### src/rtl/msi_cap_pkg.sv
// Package: shared definitions for the MSI capability register block.
// Assumes: control word is 16 bits; mask word width sets the vector limit.
package msi_cap_pkg;

    // Register targeted by an offset/width pair
    typedef enum logic [2:0] {
        SEL_NONE,
        SEL_CTL,
        SEL_ADDR_LO,
        SEL_ADDR_HI,
        SEL_DATA,
        SEL_MASK
    } reg_sel_e;

    // Control word bit positions
    localparam int CTL_EN_BIT   = 0;
    localparam int CTL_MMC_LSB  = 1;
    localparam int CTL_MME_LSB  = 4;
    localparam int CTL_A64_BIT  = 7;
    localparam int CTL_PVM_BIT  = 8;
    localparam int MME_MAX_LOG2 = 5;

endpackage

### src/rtl/msi_offset_map.sv
// Module: msi_offset_map
// Turns an offset and access width into a register select. The data and
// mask offsets depend on the build capability bits.
// Assumes: offsets are byte offsets inside the capability.
module msi_offset_map
    import msi_cap_pkg::*;
#(
    parameter bit CAP_64BIT  = 1'b1,
    parameter bit CAP_PERVEC = 1'b1,
    parameter int OFFS_W     = 8
) (
    input  logic [OFFS_W-1:0] offset,
    input  logic              wide,
    output reg_sel_e          sel
);
    localparam logic [OFFS_W-1:0] OFF_CTL32 = OFFS_W'(8'h00);
    localparam logic [OFFS_W-1:0] OFF_CTL16 = OFFS_W'(8'h02);
    localparam logic [OFFS_W-1:0] OFF_LO    = OFFS_W'(8'h04);
    localparam logic [OFFS_W-1:0] OFF_HI    = OFFS_W'(8'h08);
    localparam logic [OFFS_W-1:0] OFF_DATA  = CAP_64BIT ? OFFS_W'(8'h0C) : OFFS_W'(8'h08);
    localparam logic [OFFS_W-1:0] OFF_MASK  = CAP_64BIT ? OFFS_W'(8'h10) : OFFS_W'(8'h0C);

    // Purpose: pick the target register for this offset and width
    always_comb begin
        sel = SEL_NONE;
        if (!wide) begin
            if (offset == OFF_CTL16)     sel = SEL_CTL;
            else if (offset == OFF_DATA) sel = SEL_DATA;
        end else begin
            if (offset == OFF_CTL32)                  sel = SEL_CTL;
            else if (offset == OFF_LO)                sel = SEL_ADDR_LO;
            else if (offset == OFF_DATA)              sel = SEL_DATA;
            else if (CAP_64BIT && offset == OFF_HI)   sel = SEL_ADDR_HI;
            else if (CAP_PERVEC && offset == OFF_MASK) sel = SEL_MASK;
        end
    end
endmodule

### src/rtl/msi_ctl_reg.sv
// Module: msi_ctl_reg
// Holds the control word. Only enable and the granted-vector field can be
// written. It also produces the route enable/disable/refresh strobes.
// Assumes: ctl_val is already taken from the correct data half.
module msi_ctl_reg
    import msi_cap_pkg::*;
#(
    parameter bit       CAP_64BIT  = 1'b1,
    parameter bit       CAP_PERVEC = 1'b1,
    parameter bit [2:0] CAP_MMC    = 3'd5
) (
    input  logic        clk,
    input  logic        rst_n,
    input  logic        wr_any,
    input  logic        wr_hit,
    input  logic [15:0] ctl_val,
    output logic [15:0] ctl_word,
    output logic        en,
    output logic [2:0]  mme,
    output logic        en_pulse,
    output logic        dis_pulse,
    output logic        refresh_pulse
);
    logic en_q, en_next;
    logic [2:0] mme_q;
    logic [15:0] val_masked;

    // Purpose: keep only the writable bits of the incoming control value
    assign val_masked = ctl_val & 16'h0071;

    // Purpose: enable value after the current write
    assign en_next = wr_hit ? val_masked[CTL_EN_BIT] : en_q;

    // Purpose: control state and one-cycle route strobes
    always_ff @(posedge clk) begin
        if (!rst_n) begin
            en_q          <= 1'b0;
            mme_q         <= 3'd0;
            en_pulse      <= 1'b0;
            dis_pulse     <= 1'b0;
            refresh_pulse <= 1'b0;
        end else begin
            if (wr_hit) begin
                en_q  <= val_masked[CTL_EN_BIT];
                mme_q <= val_masked[CTL_MME_LSB +: 3];
            end
            en_pulse      <= wr_hit &  en_next & ~en_q;
            dis_pulse     <= wr_hit & ~en_next &  en_q;
            refresh_pulse <= wr_any &  en_next;
        end
    end

    // Purpose: assemble the readable control word
    always_comb begin
        ctl_word = '0;
        ctl_word[CTL_EN_BIT]          = en_q;
        ctl_word[CTL_MMC_LSB +: 3]    = CAP_MMC;
        ctl_word[CTL_MME_LSB +: 3]    = mme_q;
        ctl_word[CTL_A64_BIT]         = CAP_64BIT;
        ctl_word[CTL_PVM_BIT]         = CAP_PERVEC;
    end

    assign en  = en_q;
    assign mme = mme_q;
endmodule

### src/rtl/msi_vector_view.sv
// Module: msi_vector_view
// Derives the granted-vector count, the mask state of one vector and the
// capability length from the stored registers.
// Assumes: mask is zero when per-vector masking is absent.
module msi_vector_view
    import msi_cap_pkg::*;
#(
    parameter bit CAP_64BIT  = 1'b1,
    parameter bit CAP_PERVEC = 1'b1,
    parameter int MASK_W     = 32,
    parameter int SEL_W      = $clog2(MASK_W),
    parameter int CNT_W      = SEL_W + 1
) (
    input  logic [2:0]        mme,
    input  logic [MASK_W-1:0] mask,
    input  logic [SEL_W-1:0]  vec_sel,
    output logic [CNT_W-1:0]  vec_count,
    output logic              vec_masked,
    output logic [4:0]        cap_size
);
    localparam int SIZE_BASE = 10;
    localparam int SIZE_A64  = CAP_64BIT  ? 4  : 0;
    localparam int SIZE_PVM  = CAP_PERVEC ? 10 : 0;

    // Purpose: 2^field for legal fields, zero for the two reserved codes
    always_comb begin
        if (int'(mme) > MME_MAX_LOG2) vec_count = '0;
        else                          vec_count = CNT_W'(1) << mme;
    end

    // Purpose: per-vector mask lookup, only when masking is built in
    assign vec_masked = CAP_PERVEC && mask[vec_sel];

    // Purpose: capability length from the build options
    assign cap_size = 5'(SIZE_BASE + SIZE_A64 + SIZE_PVM);
endmodule

### src/rtl/msi_cap_regs.sv
// Module: msi_cap_regs (top)
// MSI capability register set. It decodes configuration writes, stores the
// address/data/mask registers and serves combinational reads.
// Assumes: one write per cycle at most; reads are dword aligned.
module msi_cap_regs
    import msi_cap_pkg::*;
#(
    parameter bit       CAP_64BIT  = 1'b1,
    parameter bit       CAP_PERVEC = 1'b1,
    parameter bit [2:0] CAP_MMC    = 3'd5,
    parameter int       OFFS_W     = 8,
    parameter int       MASK_W     = 32,
    parameter int       SEL_W      = $clog2(MASK_W),
    parameter int       CNT_W      = SEL_W + 1
) (
    input  logic              clk,
    input  logic              rst_n,
    input  logic              wr_valid,
    input  logic [OFFS_W-1:0] wr_offset,
    input  logic              wr_wide,
    input  logic [31:0]       wr_data,
    input  logic [OFFS_W-1:0] rd_offset,
    output logic [31:0]       rd_data,
    input  logic [SEL_W-1:0]  vec_sel,
    output logic              msi_enabled,
    output logic [CNT_W-1:0]  vec_count,
    output logic              vec_masked,
    output logic [63:0]       msg_addr,
    output logic [15:0]       msg_data,
    output logic [4:0]        cap_size,
    output logic              route_enable_pulse,
    output logic              route_disable_pulse,
    output logic              cfg_refresh_pulse
);
    reg_sel_e    wsel, rsel;
    logic [15:0] ctl_word, ctl_val;
    logic [2:0]  mme;
    logic [31:0] addr_lo_q, addr_hi_q;
    logic [15:0] data_q;
    logic [MASK_W-1:0] mask_q;

    msi_offset_map #(.CAP_64BIT(CAP_64BIT), .CAP_PERVEC(CAP_PERVEC), .OFFS_W(OFFS_W))
        u_wmap (.offset(wr_offset), .wide(wr_wide), .sel(wsel));

    msi_offset_map #(.CAP_64BIT(CAP_64BIT), .CAP_PERVEC(CAP_PERVEC), .OFFS_W(OFFS_W))
        u_rmap (.offset(rd_offset), .wide(1'b1), .sel(rsel));

    // Purpose: control value comes from the upper half on 32-bit writes
    assign ctl_val = wr_wide ? wr_data[31:16] : wr_data[15:0];

    msi_ctl_reg #(.CAP_64BIT(CAP_64BIT), .CAP_PERVEC(CAP_PERVEC), .CAP_MMC(CAP_MMC))
        u_ctl (
            .clk(clk), .rst_n(rst_n),
            .wr_any(wr_valid), .wr_hit(wr_valid && wsel == SEL_CTL),
            .ctl_val(ctl_val), .ctl_word(ctl_word),
            .en(msi_enabled), .mme(mme),
            .en_pulse(route_enable_pulse), .dis_pulse(route_disable_pulse),
            .refresh_pulse(cfg_refresh_pulse)
        );

    // Purpose: low address and data registers
    always_ff @(posedge clk) begin
        if (!rst_n) begin
            addr_lo_q <= '0;
            data_q    <= '0;
        end else if (wr_valid) begin
            if (wsel == SEL_ADDR_LO) addr_lo_q <= {wr_data[31:2], 2'b00};
            if (wsel == SEL_DATA)    data_q    <= wr_data[15:0];
        end
    end

    generate
        if (CAP_64BIT) begin : g_hi
            // Purpose: upper address register for 64-bit builds
            always_ff @(posedge clk) begin
                if (!rst_n)                                addr_hi_q <= '0;
                else if (wr_valid && wsel == SEL_ADDR_HI)  addr_hi_q <= wr_data;
            end
        end else begin : g_no_hi
            assign addr_hi_q = '0;
        end

        if (CAP_PERVEC) begin : g_mask
            // Purpose: per-vector mask register
            always_ff @(posedge clk) begin
                if (!rst_n)                             mask_q <= '0;
                else if (wr_valid && wsel == SEL_MASK)  mask_q <= MASK_W'(wr_data);
            end
        end else begin : g_no_mask
            assign mask_q = '0;
        end
    endgenerate

    msi_vector_view #(.CAP_64BIT(CAP_64BIT), .CAP_PERVEC(CAP_PERVEC), .MASK_W(MASK_W),
                      .SEL_W(SEL_W), .CNT_W(CNT_W))
        u_view (.mme(mme), .mask(mask_q), .vec_sel(vec_sel),
                .vec_count(vec_count), .vec_masked(vec_masked), .cap_size(cap_size));

    // Purpose: read multiplexer, unmapped offsets read zero
    always_comb begin
        case (rsel)
            SEL_CTL:     rd_data = {ctl_word, 16'h0000};
            SEL_ADDR_LO: rd_data = addr_lo_q;
            SEL_ADDR_HI: rd_data = addr_hi_q;
            SEL_DATA:    rd_data = {16'h0000, data_q};
            SEL_MASK:    rd_data = 32'(mask_q);
            default:     rd_data = '0;
        endcase
    end

    assign msg_addr = {addr_hi_q, addr_lo_q};
    assign msg_data = data_q;
endmodule

### config.mk
export PLATFORM = sky130hd
export DESIGN_NAME = msi_cap_regs
export DESIGN_NICKNAME = d
export VERILOG_FILES = /design/src/rtl/msi_cap_pkg.sv /design/src/rtl/msi_offset_map.sv /design/src/rtl/msi_ctl_reg.sv /design/src/rtl/msi_vector_view.sv /design/src/rtl/msi_cap_regs.sv
export SDC_FILE = /design/constraint.sdc
export NUM_CORES = 1
export LEC_CHECK = 0
export CAP_MARGIN = 10
export CORE_ASPECT_RATIO = 0.9
export CORE_MARGIN = 4
export CORE_UTILIZATION = 45
export DETAILED_ROUTE_END_ITERATION = 10
export DONT_BUFFER_PORTS = 1
export GPL_TIMING_DRIVEN = 0
export PLACE_DENSITY = 0.6
export SYNTH_ARGS = -nofsm -noshare
export SYNTH_HDL_FRONTEND = slang
export SYNTH_HIERARCHICAL = 1
export SYNTH_SLANG_ARGS = --single-unit
### constraint.sdc
create_clock -name clk -period 2.5 [get_ports clk]
set_input_delay 0.125 -clock clk [delete_from_list [all_inputs] [get_ports clk]]
set_output_delay 0.125 -clock clk [all_outputs]
set_load 0.1 [all_outputs]
==> results.sh, run 1 <==
export IMPL_cap_violations=0
export IMPL_max_vdd_ir_drop_mv=0.378
export IMPL_hp_start="wr_valid"
export IMPL_reg2reg_depth=2
export IMPL_multi_input_area_um2=3750
export IMPL_place_gp_congestion=0.838
export IMPL_dpl_cell_count=882
export IMPL_fill_cells=1181
export IMPL_rr_startpoint="addr_lo_q[29]$_SDFFE_PN0P_"
export IMPL_place_area_um2=7130
export IMPL_tightest_slew_ps=1100
export IMPL_die_area_um2=16000
export IMPL_drt_iter0_markers=255
export IMPL_nNetsFinal=806
export IMPL_initial_core_util_pct=46.6
export IMPL_port_buffers=0
export IMPL_cp_arrival_ps=2350
export IMPL_p_seq_share_pct=42.2
export IMPL_vias_per_cell=5.57
export IMPL_fmax_mhz=404
export IMPL_grt_usage_pct=25.9
export IMPL_cts_sinks=117
export IMPL_pwr_density_cell_nw_per_um2=541
export IMPL_grt_overflow_total=0
export IMPL_syn_avg_cell_area_um2=9.58
export IMPL_finalHoldViolCount=0
export IMPL_clkSlewWorstSetupHoldPaths_ps=50
export IMPL_min_to="mask_q[0]$_SDFFE_PN0P_"
export IMPL_cts_buffers=17
export IMPL_rsz0062_at_grt="no"
export IMPL_hold_depth=2
export IMPL_rrSetupSlack_ps=1070
export IMPL_hold_path_class="primary input to flop"
export IMPL_slew_headroom_pct=26.7
export IMPL_antenna_left=0
export IMPL_dp_hpwl_mm=14.9
export IMPL_cp_end_kind="primary output"
export IMPL_ys_warn_count=6
export IMPL_via_count=5286
export IMPL_rows=40
export IMPL_clock_skew_ps=0.149
export IMPL_grt_max_degree=17
export IMPL_pwr_share_clk_pct=50.3
export IMPL_swShare_pct=23.2
export IMPL_h_tree_depth=4
export IMPL_die_width_um=133
export IMPL_finalWirelength_mm=20.9
export IMPL_p_int_mw=3.42
export IMPL_worst_hold_slack_ps=29.8
export IMPL_layout_min_cycle_time_ps=2480
export IMPL_route_detailed_wl_per_inst_um=22.1
export IMPL_regArea_um2=2390
export IMPL_clock_latency_ps=410
export IMPL_antenna_found_initial=1
export IMPL_netlist_area_um2=6320
export IMPL_clock_path_buffers=2
export IMPL_setup_viol=0
export IMPL_p_sw_mw=1.03
export IMPL_fin_cells=949
export IMPL_die_h_um=120
export IMPL_design_area_um2=8220
export IMPL_cts_tree="yes"
export IMPL_p_leak_nw=3.35
export IMPL_drc_errors=0
export IMPL_antenna_cells=0
export IMPL_cp_required_ps=2380
export IMPL_grt_pass1_vias=5571
export IMPL_combPwrFrac_pct=7.5
export IMPL_path_max_fanout=3
export IMPL_syn_inst=660
export IMPL_worst_setup_path_start_kind="flop"
export IMPL_drive_above_1_share_pct=24.9
export IMPL_total_power_mw=4.45
export IMPL_grt_first_pass_wirelength_mm=32.0
export IMPL_core_area_um2=13600
export IMPL_reg2reg_to="addr_lo_q[29]$_SDFFE_PN0P_"
export IMPL_area_delta_synth_final_pct=30.1
export IMPL_finalMaxSlewViolations=0
export IMPL_crit_type="flop to primary output"
export IMPL_io_pins=185
export IMPL_period_share_pct=99.1
export IMPL_clockRootBuffer="clkbuf_16"
export IMPL_drt_pass1_iter_count=7
export IMPL_startpoint="msg_data[10]$_SDFFE_PN0P_"
export IMPL_status="completed"
==> through the flow <==
| step | utilization (%) | setup WS (ps) | TNS (ps) |
|---|---|---|---|
| global route | 60.6 | 0.431 | 0 |
| detailed placement | 52.5 | -427 | -5030 |
| CTS | 60.2 | -79.9 | -499 |
| global placement | 49.2 | -988 | -24040 |
| finish | 60.6 | 23.0 | 0 |
| floorplan | - | -550 | -14530 |
==> flip-flops by register name (all words and copies together), names as in the netlist <==
| signal | count |
|---|---|
| u_ctl/mme | 3 |
| msg_data | 16 |
| addr_hi_q | 32 |
| u_ctl/refresh_pulse | 1 |
| u_ctl/en | 1 |
| u_ctl/dis_pulse | 1 |
| addr_lo_q | 30 |
| mask_q | 32 |
| u_ctl/en_pulse | 1 |
==> placed cells by master (no fill, tap or decap), drive strengths merged <==
cell type,count
a211oi,1
a21oi,3
a22oi,4
a311o,1
a31oi,4
and2,1
and2b,1
and3b,2
and4b,1
buf,82
bufinv,1
clkbuf,37
clkinv,4
conb,23
dfxtp,117
dlygate4sd3,36
inv,4
mux2,4
mux2i,176
nand2,152
nand2b,4
nand3,4
nand4b,20
nand4bb,17
nor2,2
nor2b,5
nor3,7
nor3b,5
nor4b,2
nor4bb,3
o211ai,16
o21ai,2
o22ai,14
or4,2
or4bb,1
xor2,2
==> metal layers <==
metal  up-vias  wire [um]  track usage [%]
met5         -          0                0
met4         0        318             7.99
met3        27       1800             10.4
met2       198       9880             41.8
met1      2583       8940             31.7
li1       2478          -                -
==> worst max path at each step <==
| stage | cells past startpoint | end | slack, ps |
|---|---|---|---|
| CTS | 6 | rd_data[15] | -80 |
| finish | 2 | rd_data[10] | 20 |
| global route | 2 | rd_data[10] | 0.4 |
| floorplan | 7 | rd_data[10] | -550 |
| detailed placement | 6 | rd_data[5] | -430 |
| global placement | 6 | rd_data[15] | -990 |
==> power groups by stage <==
stage	sequential, mW	clock, mW	combinational, mW
floorplan	1.92	0	0.221
global placement	1.92	0	0.267
detailed placement	1.92	0	0.276
CTS	1.88	2.26	0.328
global route	1.88	2.36	0.356
finish	1.88	2.24	0.334
==> worst max-delay path, cell delays in order, from the launching register on <==
cell	delay, ps
dfxtp_1	980
mux2i_1	290
o22ai_4	670
==> final cells by class <==
class,count,area share (%)
multi-input cells,479,45.7
repair buffers,53,8.61
well taps,189,2.88
plain buffers,77,7.03
clock buffers,25,5.90
inverters,4,0.183
clock inverters,5,0.609
flip-flops and latches,117,29.1
==> timing repair <==
item,CTS,global route
endpoints found under the hold margin,117,0
hold buffers,36,0
setup buffers,1,0
setup endpoints to repair,18,20
gates resized for setup,24,40
pin swaps,11,3
No activity file was read; power rests on OpenSTA's default activity.
==> run 2, diff against run 1 <==
==> constraint.sdc (replaced) <==
create_clock -name clk -period 2.5 [get_ports clk]
set_input_delay 0.375 -clock clk [delete_from_list [all_inputs] [get_ports clk]]
set_output_delay 0.375 -clock clk [all_outputs]
set_load 0.1 [all_outputs]
==> run 2 against run 1 <==
Net effect: the run now ends with setup timing left; global-route usage rose by 0.23 points; non-clock buffer count is 9 lower; die area unchanged; sequential share of layout area shrank 1.5 points; critical path type is now primary input to primary output; highest routed layer unchanged; via count increased by 0.87%; largest cell class unchanged; combinational power is 12% lower; power increased by 5.0%.
==> results.sh, run 2 (synthesized netlist as in run 1, its figures left out) <==
export IMPL_setup_ws_ps=-231
export IMPL_clock_path_buffers=2
export IMPL_max_vdd_ir_drop_mv=0.478
export IMPL_path_max_fanout=7
export IMPL_initial_core_util_pct=46.6
export IMPL_clockRootBuffer="clkbuf_16"
export IMPL_grt_use_met1_pct=32.0
export IMPL_hold_path_class="primary input to flop"
export IMPL_worst_setup_path_start_kind="primary input"
export IMPL_drive_above_1_share_pct=31.2
export IMPL_die_area_um2=16000
export IMPL_crit_type="primary input to primary output"
export IMPL_clock_latency_ps=420
export IMPL_fmax_mhz=366
export IMPL_dp_hpwl_mm=15.0
export IMPL_cp_num_buf_inv=4
export IMPL_finalWirelength_mm=21.3
export IMPL_final_common_cell="nand2_1"
export IMPL_cp_slowest_cell="o21ai_4"
export IMPL_nNetsFinal=797
export IMPL_design_area_um2=8600
export IMPL_io_pins=185
export IMPL_met3_usage_pct=11.0
export IMPL_setup_viol=32
export IMPL_fill_cells=1077
export IMPL_drt_iter0_markers=400
export IMPL_rsz0062_at_grt="yes"
export IMPL_layout_min_cycle_time_ps=2730
export IMPL_grt_overflow_total=0
export IMPL_p_leak_nw=3.48
export IMPL_area_delta_synth_final_pct=36.0
export IMPL_port_buffers=0
export IMPL_antenna_left=0
export IMPL_path_cells="or4_4 > nor3_4 > buf_6 > buf_12 > buf_4 > buf_6 > mux2i_4 > o21ai_4"
export IMPL_reg_top3="addr_hi_q (32), mask_q (32), addr_lo_q (30)"
export IMPL_cp_common_cell="buf_6"
export IMPL_finalMaxSlewViolations=0
export IMPL_clock_skew_ps=0.789
export IMPL_drt_pass1_iter_count=5
export IMPL_regArea_um2=2370
export IMPL_h_tree_depth=4
export IMPL_grt_max_degree=17
export IMPL_finalHoldViolCount=0
export IMPL_cts_tree="yes"
export IMPL_grt_use_met2_pct=41.3
export IMPL_antenna_found_initial=0
export IMPL_grt_usage_pct=26.1
export IMPL_busiest_layer="met2"
export IMPL_violations="setup timing"
export IMPL_tightest_slew_ps=1100
export IMPL_place_gp_congestion=0.826
export IMPL_cts_sinks=117
export IMPL_layout_cells_most_common_list="151 x nand2_1, 148 x mux2i_1, 92 x dfxtp_1, 44 x buf_4, 25 x dfxtp_2"
export IMPL_cts_buffers=17
export IMPL_vias_per_cell=5.67
export IMPL_cp_required_ps=2120
export IMPL_cap_violations=0
export IMPL_rows=40
export IMPL_period_share_pct=109
export IMPL_via_count=5332
export IMPL_cp_arrival_ps=2360
export IMPL_grt_pass1_vias=5522
export IMPL_drc_errors=0
export IMPL_die_h_um=120
export IMPL_critPathTopFamily="simple AND/OR/NAND/NOR gates"
export IMPL_worst_path_largest_cell_delay_ps=640
export IMPL_place_area_um2=7280
export IMPL_pwr_density_cell_nw_per_um2=543
export IMPL_multi_input_area_um2=4040
export IMPL_core_area_um2=13600
export IMPL_cp_end_kind="primary output"
export IMPL_worst_hold_slack_ps=63.5
export IMPL_status="finished with violations"
export IMPL_cts_hold_fix_buffers=0
export IMPL_slew_headroom_pct=26.6
export IMPL_antenna_cells=0
export IMPL_grt_first_pass_wirelength_mm=32.0
export IMPL_clkSlewWorstSetupHoldPaths_ps=50
export IMPL_die_width_um=133
export IMPL_route_detailed_wl_per_inst_um=22.6
-- run 2: changes by cell type in the layout (fill, tap and decap cells not counted), sizes merged --
cell,change
buf,+22
bufinv,+2
clkbuf,+1
clkinv,+2
dlygate4sd3,-36
-- run 2: cell type report --
cell class | instances | area share [%]
clock inverters | 9 | 1.48
clock buffers | 21 | 5.47
inverters | 4 | 0.175
well taps | 189 | 2.75
plain buffers | 76 | 7.63
repair buffers | 45 | 7.93
flip-flops and latches | 117 | 27.6
multi-input cells | 479 | 47.0
-- run 2: final timing paths --
| kind | startpoint | end | depth (start not counted) | slack [ps] |
|---|---|---|---|---|
| max | rd_offset[0] | rd_data[0] | 8 | -230 |
| min | wr_valid | u_ctl/refresh_pulse$_SDFF_PN0_ | 2 | 60 |
| max reg2reg | addr_hi_q[12]$_SDFFE_PN0P_ | addr_hi_q[12]$_SDFFE_PN0P_ | 2 | 1080 |
| min reg2reg | mask_q[31]$_SDFFE_PN0P_ | mask_q[31]$_SDFFE_PN0P_ | 2 | 480 |
-- run 2: metal layers --
metal	up-vias	part of all wire (%)
met2	221	47
met1	2621	42
met3	31	9.2
li1	2459	-
met4	0	1.8
met5	-	0
-- run 2: metrics by stage --
stage | TNS (ps) | setup WS [ps] | instances | utilization, % | total power [mW]
global route | -7100 | -297 | 940 | 63.4 | 4.79
CTS | -5550 | -250 | 935 | 62.0 | 4.68
global placement | -28480 | -1350 | 866 | 51.0 | 2.19
finish | -5240 | -231 | 940 | 63.4 | 4.67
detailed placement | -14450 | -700 | 882 | 53.7 | 2.19
floorplan | -19180 | -1020 | 677 | - | 2.14
-- run 2: where the power goes --
part	total (mW)	internal [mW]	switching (mW)
logic	0.294	0.0927	0.201
registers	1.88	1.87	0.0103
clock network	2.50	1.63	0.871
total	4.67	3.59	1.08
-- run 2: what timing repair did --
item	in CTS	in global routing
gates cloned	1	1
resized for setup	84	33
pin swaps	16	16
buffers inserted	22	5
setup endpoints to repair	33	32
==> run 3, diff against run 2 <==
CORE_ASPECT_RATIO = default   (was 0.9)
==> run 3 against run 2 <==
Net effect: the run still ends with setup timing left; sequential cell count did not move; routed wire length fell by 0.80%; critical path depth did not move; non-clock buffer count fell by 1; clock power rose by 6%; global-route usage fell by 0.14 points; die area barely moved; clock skew fell by 0.66 ps; cell count fell by 0.96%; critical path type unchanged; largest cell class unchanged; largest power group unchanged.
==> results.sh, run 3 (synthesized netlist as in run 1, its figures left out) <==
export IMPL_worst_path_largest_cell_delay_ps=630
export IMPL_path_cells="or4_4 > nor3_4 > buf_6 > buf_12 > buf_4 > buf_12 > mux2i_2 > o22ai_4"
export IMPL_status="finished with violations"
export IMPL_initial_core_util_pct=45.7
export IMPL_clock_path_buffers=2
export IMPL_reg2reg_depth=2
export IMPL_cts_tree="yes"
export IMPL_reg2reg_to="msg_data[14]$_SDFFE_PN0P_"
export IMPL_cap_violations=0
export IMPL_setup_viol=32
export IMPL_clock_latency_ps=420
export IMPL_design_area_um2=8510
export IMPL_drive_above_1_share_pct=29.2
export IMPL_fmax_mhz=365
export IMPL_layout_cells_most_common_list="154 x mux2i_1, 151 x nand2_1, 102 x dfxtp_1, 39 x buf_4, 26 x clkbuf_16"
export IMPL_rows=43
export IMPL_via_count=5267
export IMPL_min_to="u_ctl/refresh_pulse$_SDFF_PN0_"
export IMPL_antenna_left=0
export IMPL_cts_buffers=17
export IMPL_cts_sinks=117
export IMPL_pwr_density_cell_nw_per_um2=567
export IMPL_h_tree_depth=4
export IMPL_grt_first_pass_wirelength_mm=31.9
export IMPL_antenna_cells=0
export IMPL_hold_path_class="primary input to flop"
export IMPL_max_vdd_ir_drop_mv=0.423
export IMPL_route_detailed_wl_per_inst_um=22.7
export IMPL_dp_hpwl_mm=14.9
export IMPL_die_width_um=127
export IMPL_rr_startpoint="msg_data[14]$_SDFFE_PN0P_"
export IMPL_cp_slowest_cell="o22ai_4"
export IMPL_p_leak_nw=3.47
export IMPL_setup_ws_ps=-238
export IMPL_drt_pass1_iter_count=5
export IMPL_finalWirelength_mm=21.1
export IMPL_place_area_um2=7270
export IMPL_antenna_found_initial=0
export IMPL_reg_top3="addr_hi_q (32), mask_q (32), addr_lo_q (30)"
export IMPL_finalHoldViolCount=0
export IMPL_drt_iter0_markers=356
export IMPL_cp_required_ps=2120
export IMPL_grt_overflow_total=0
export IMPL_worst_setup_path_start_kind="primary input"
export IMPL_clockRootBuffer="clkbuf_16"
export IMPL_cp_end_kind="primary output"
export IMPL_critPathTopFamily="simple AND/OR/NAND/NOR gates"
export IMPL_total_power_mw=4.82
export IMPL_io_pins=185
export IMPL_nNetsFinal=796
export IMPL_grt_pass1_vias=5512
export IMPL_port_buffers=0
export IMPL_finalMaxSlewViolations=0
export IMPL_die_h_um=127
export IMPL_drc_errors=0
export IMPL_vias_per_cell=5.66
export IMPL_violations="setup timing"
export IMPL_clkSlewWorstSetupHoldPaths_ps=50
export IMPL_crit_type="primary input to primary output"
export IMPL_period_share_pct=110
export IMPL_place_gp_congestion=0.799
export IMPL_grt_max_degree=17
export IMPL_layout_min_cycle_time_ps=2740
export IMPL_core_area_um2=13800
export IMPL_slew_headroom_pct=25.1
export IMPL_cp_arrival_ps=2360
export IMPL_die_area_um2=16000
export IMPL_rrSetupSlack_ps=1040
export IMPL_cts_hold_fix_buffers=0
export IMPL_path_max_fanout=5
export IMPL_hold_depth=2
export IMPL_area_delta_synth_final_pct=34.6
export IMPL_clock_skew_ps=0.131
export IMPL_grt_usage_pct=26.0
export IMPL_tightest_slew_ps=1120
export IMPL_rsz0062_at_grt="yes"
export IMPL_cp_common_cell="buf_12"
export IMPL_cp_num_buf_inv=4
export IMPL_final_common_cell="mux2i_1"
export IMPL_hp_start="wr_valid"
-- run 3: layout make-up --
cell class	instances	area [um^2]
Sequential cell	117	2360
Tap cell	180	225
Inverter	4	15.0
Clock buffer	22	494
Fill cell	1161	5320
Clock inverter	9	148
Multi-Input combinational cell	479	3890
Buffer	77	692
Timing Repair Buffer	43	681
-- run 3: worst max path at each step --
stage | from | end | slack [ps] | cells after the start
after detailed placement | rd_offset[0] | rd_data[11] | -760 | 5
after global placement | rd_offset[0] | rd_data[31] | -1380 | 6
after global routing | rd_offset[0] | rd_data[10] | -290 | 8
after floorplan | rd_offset[0] | rd_data[18] | -1020 | 6
after CTS | rd_offset[0] | rd_data[5] | -280 | 7
final | rd_offset[0] | rd_data[10] | -240 | 8
-- run 3: worst reg2reg max path: stages (launching register included) --
cell and delay (ps):
dfxtp_1 1010, nand2_1 160, mux2i_1 220
-- run 3: report_power, final --
group / total (mW) / internal, mW / leakage [nW] / switching, mW
clock network: 2.66 / 1.79 / 0.318 / 0.871
registers: 1.88 / 1.87 / 0.950 / 0.0102
logic: 0.290 / 0.0919 / 2.21 / 0.198
-- run 3: timing repair --
action                                  in CTS  in global routing
buffers inserted                            20                  5
pin swaps                                   20                 20
gates cloned                                 3                  1
gates resized for setup                     62                 36
endpoints found under the setup margin      33                 32
-- run 3: metrics by stage --
| step | util (%) | std cells | hold WS, ps | setup WS [ps] | setup TNS [ps] |
|---|---|---|---|---|---|
| 6_report | 61.5 | 931 | 64.5 | -238 | -6070 |
| 4_1_cts | 60.8 | 927 | 50.6 | -275 | -6180 |
| 3_3_place_gp | 49.9 | 857 | 463 | -1380 | -29030 |
| 2_1_floorplan | - | 677 | 450 | -1020 | -19180 |
| 5_1_grt | 61.5 | 931 | 74.4 | -291 | -7850 |
| 3_5_place_dp | 52.6 | 873 | 472 | -761 | -16030 |
-- run 3: layer usage --
| metal | vias up | GRT usage (%) | share of wire, % |
|---|---|---|---|
| met1 | 2556 | 31.6 | 42 |
| met2 | 213 | 41.9 | 47 |
| met4 | 0 | 10.0 | 2.7 |
| met3 | 40 | 9.52 | 8.8 |
| li1 | 2458 | - | - |
| met5 | - | 0 | 0 |
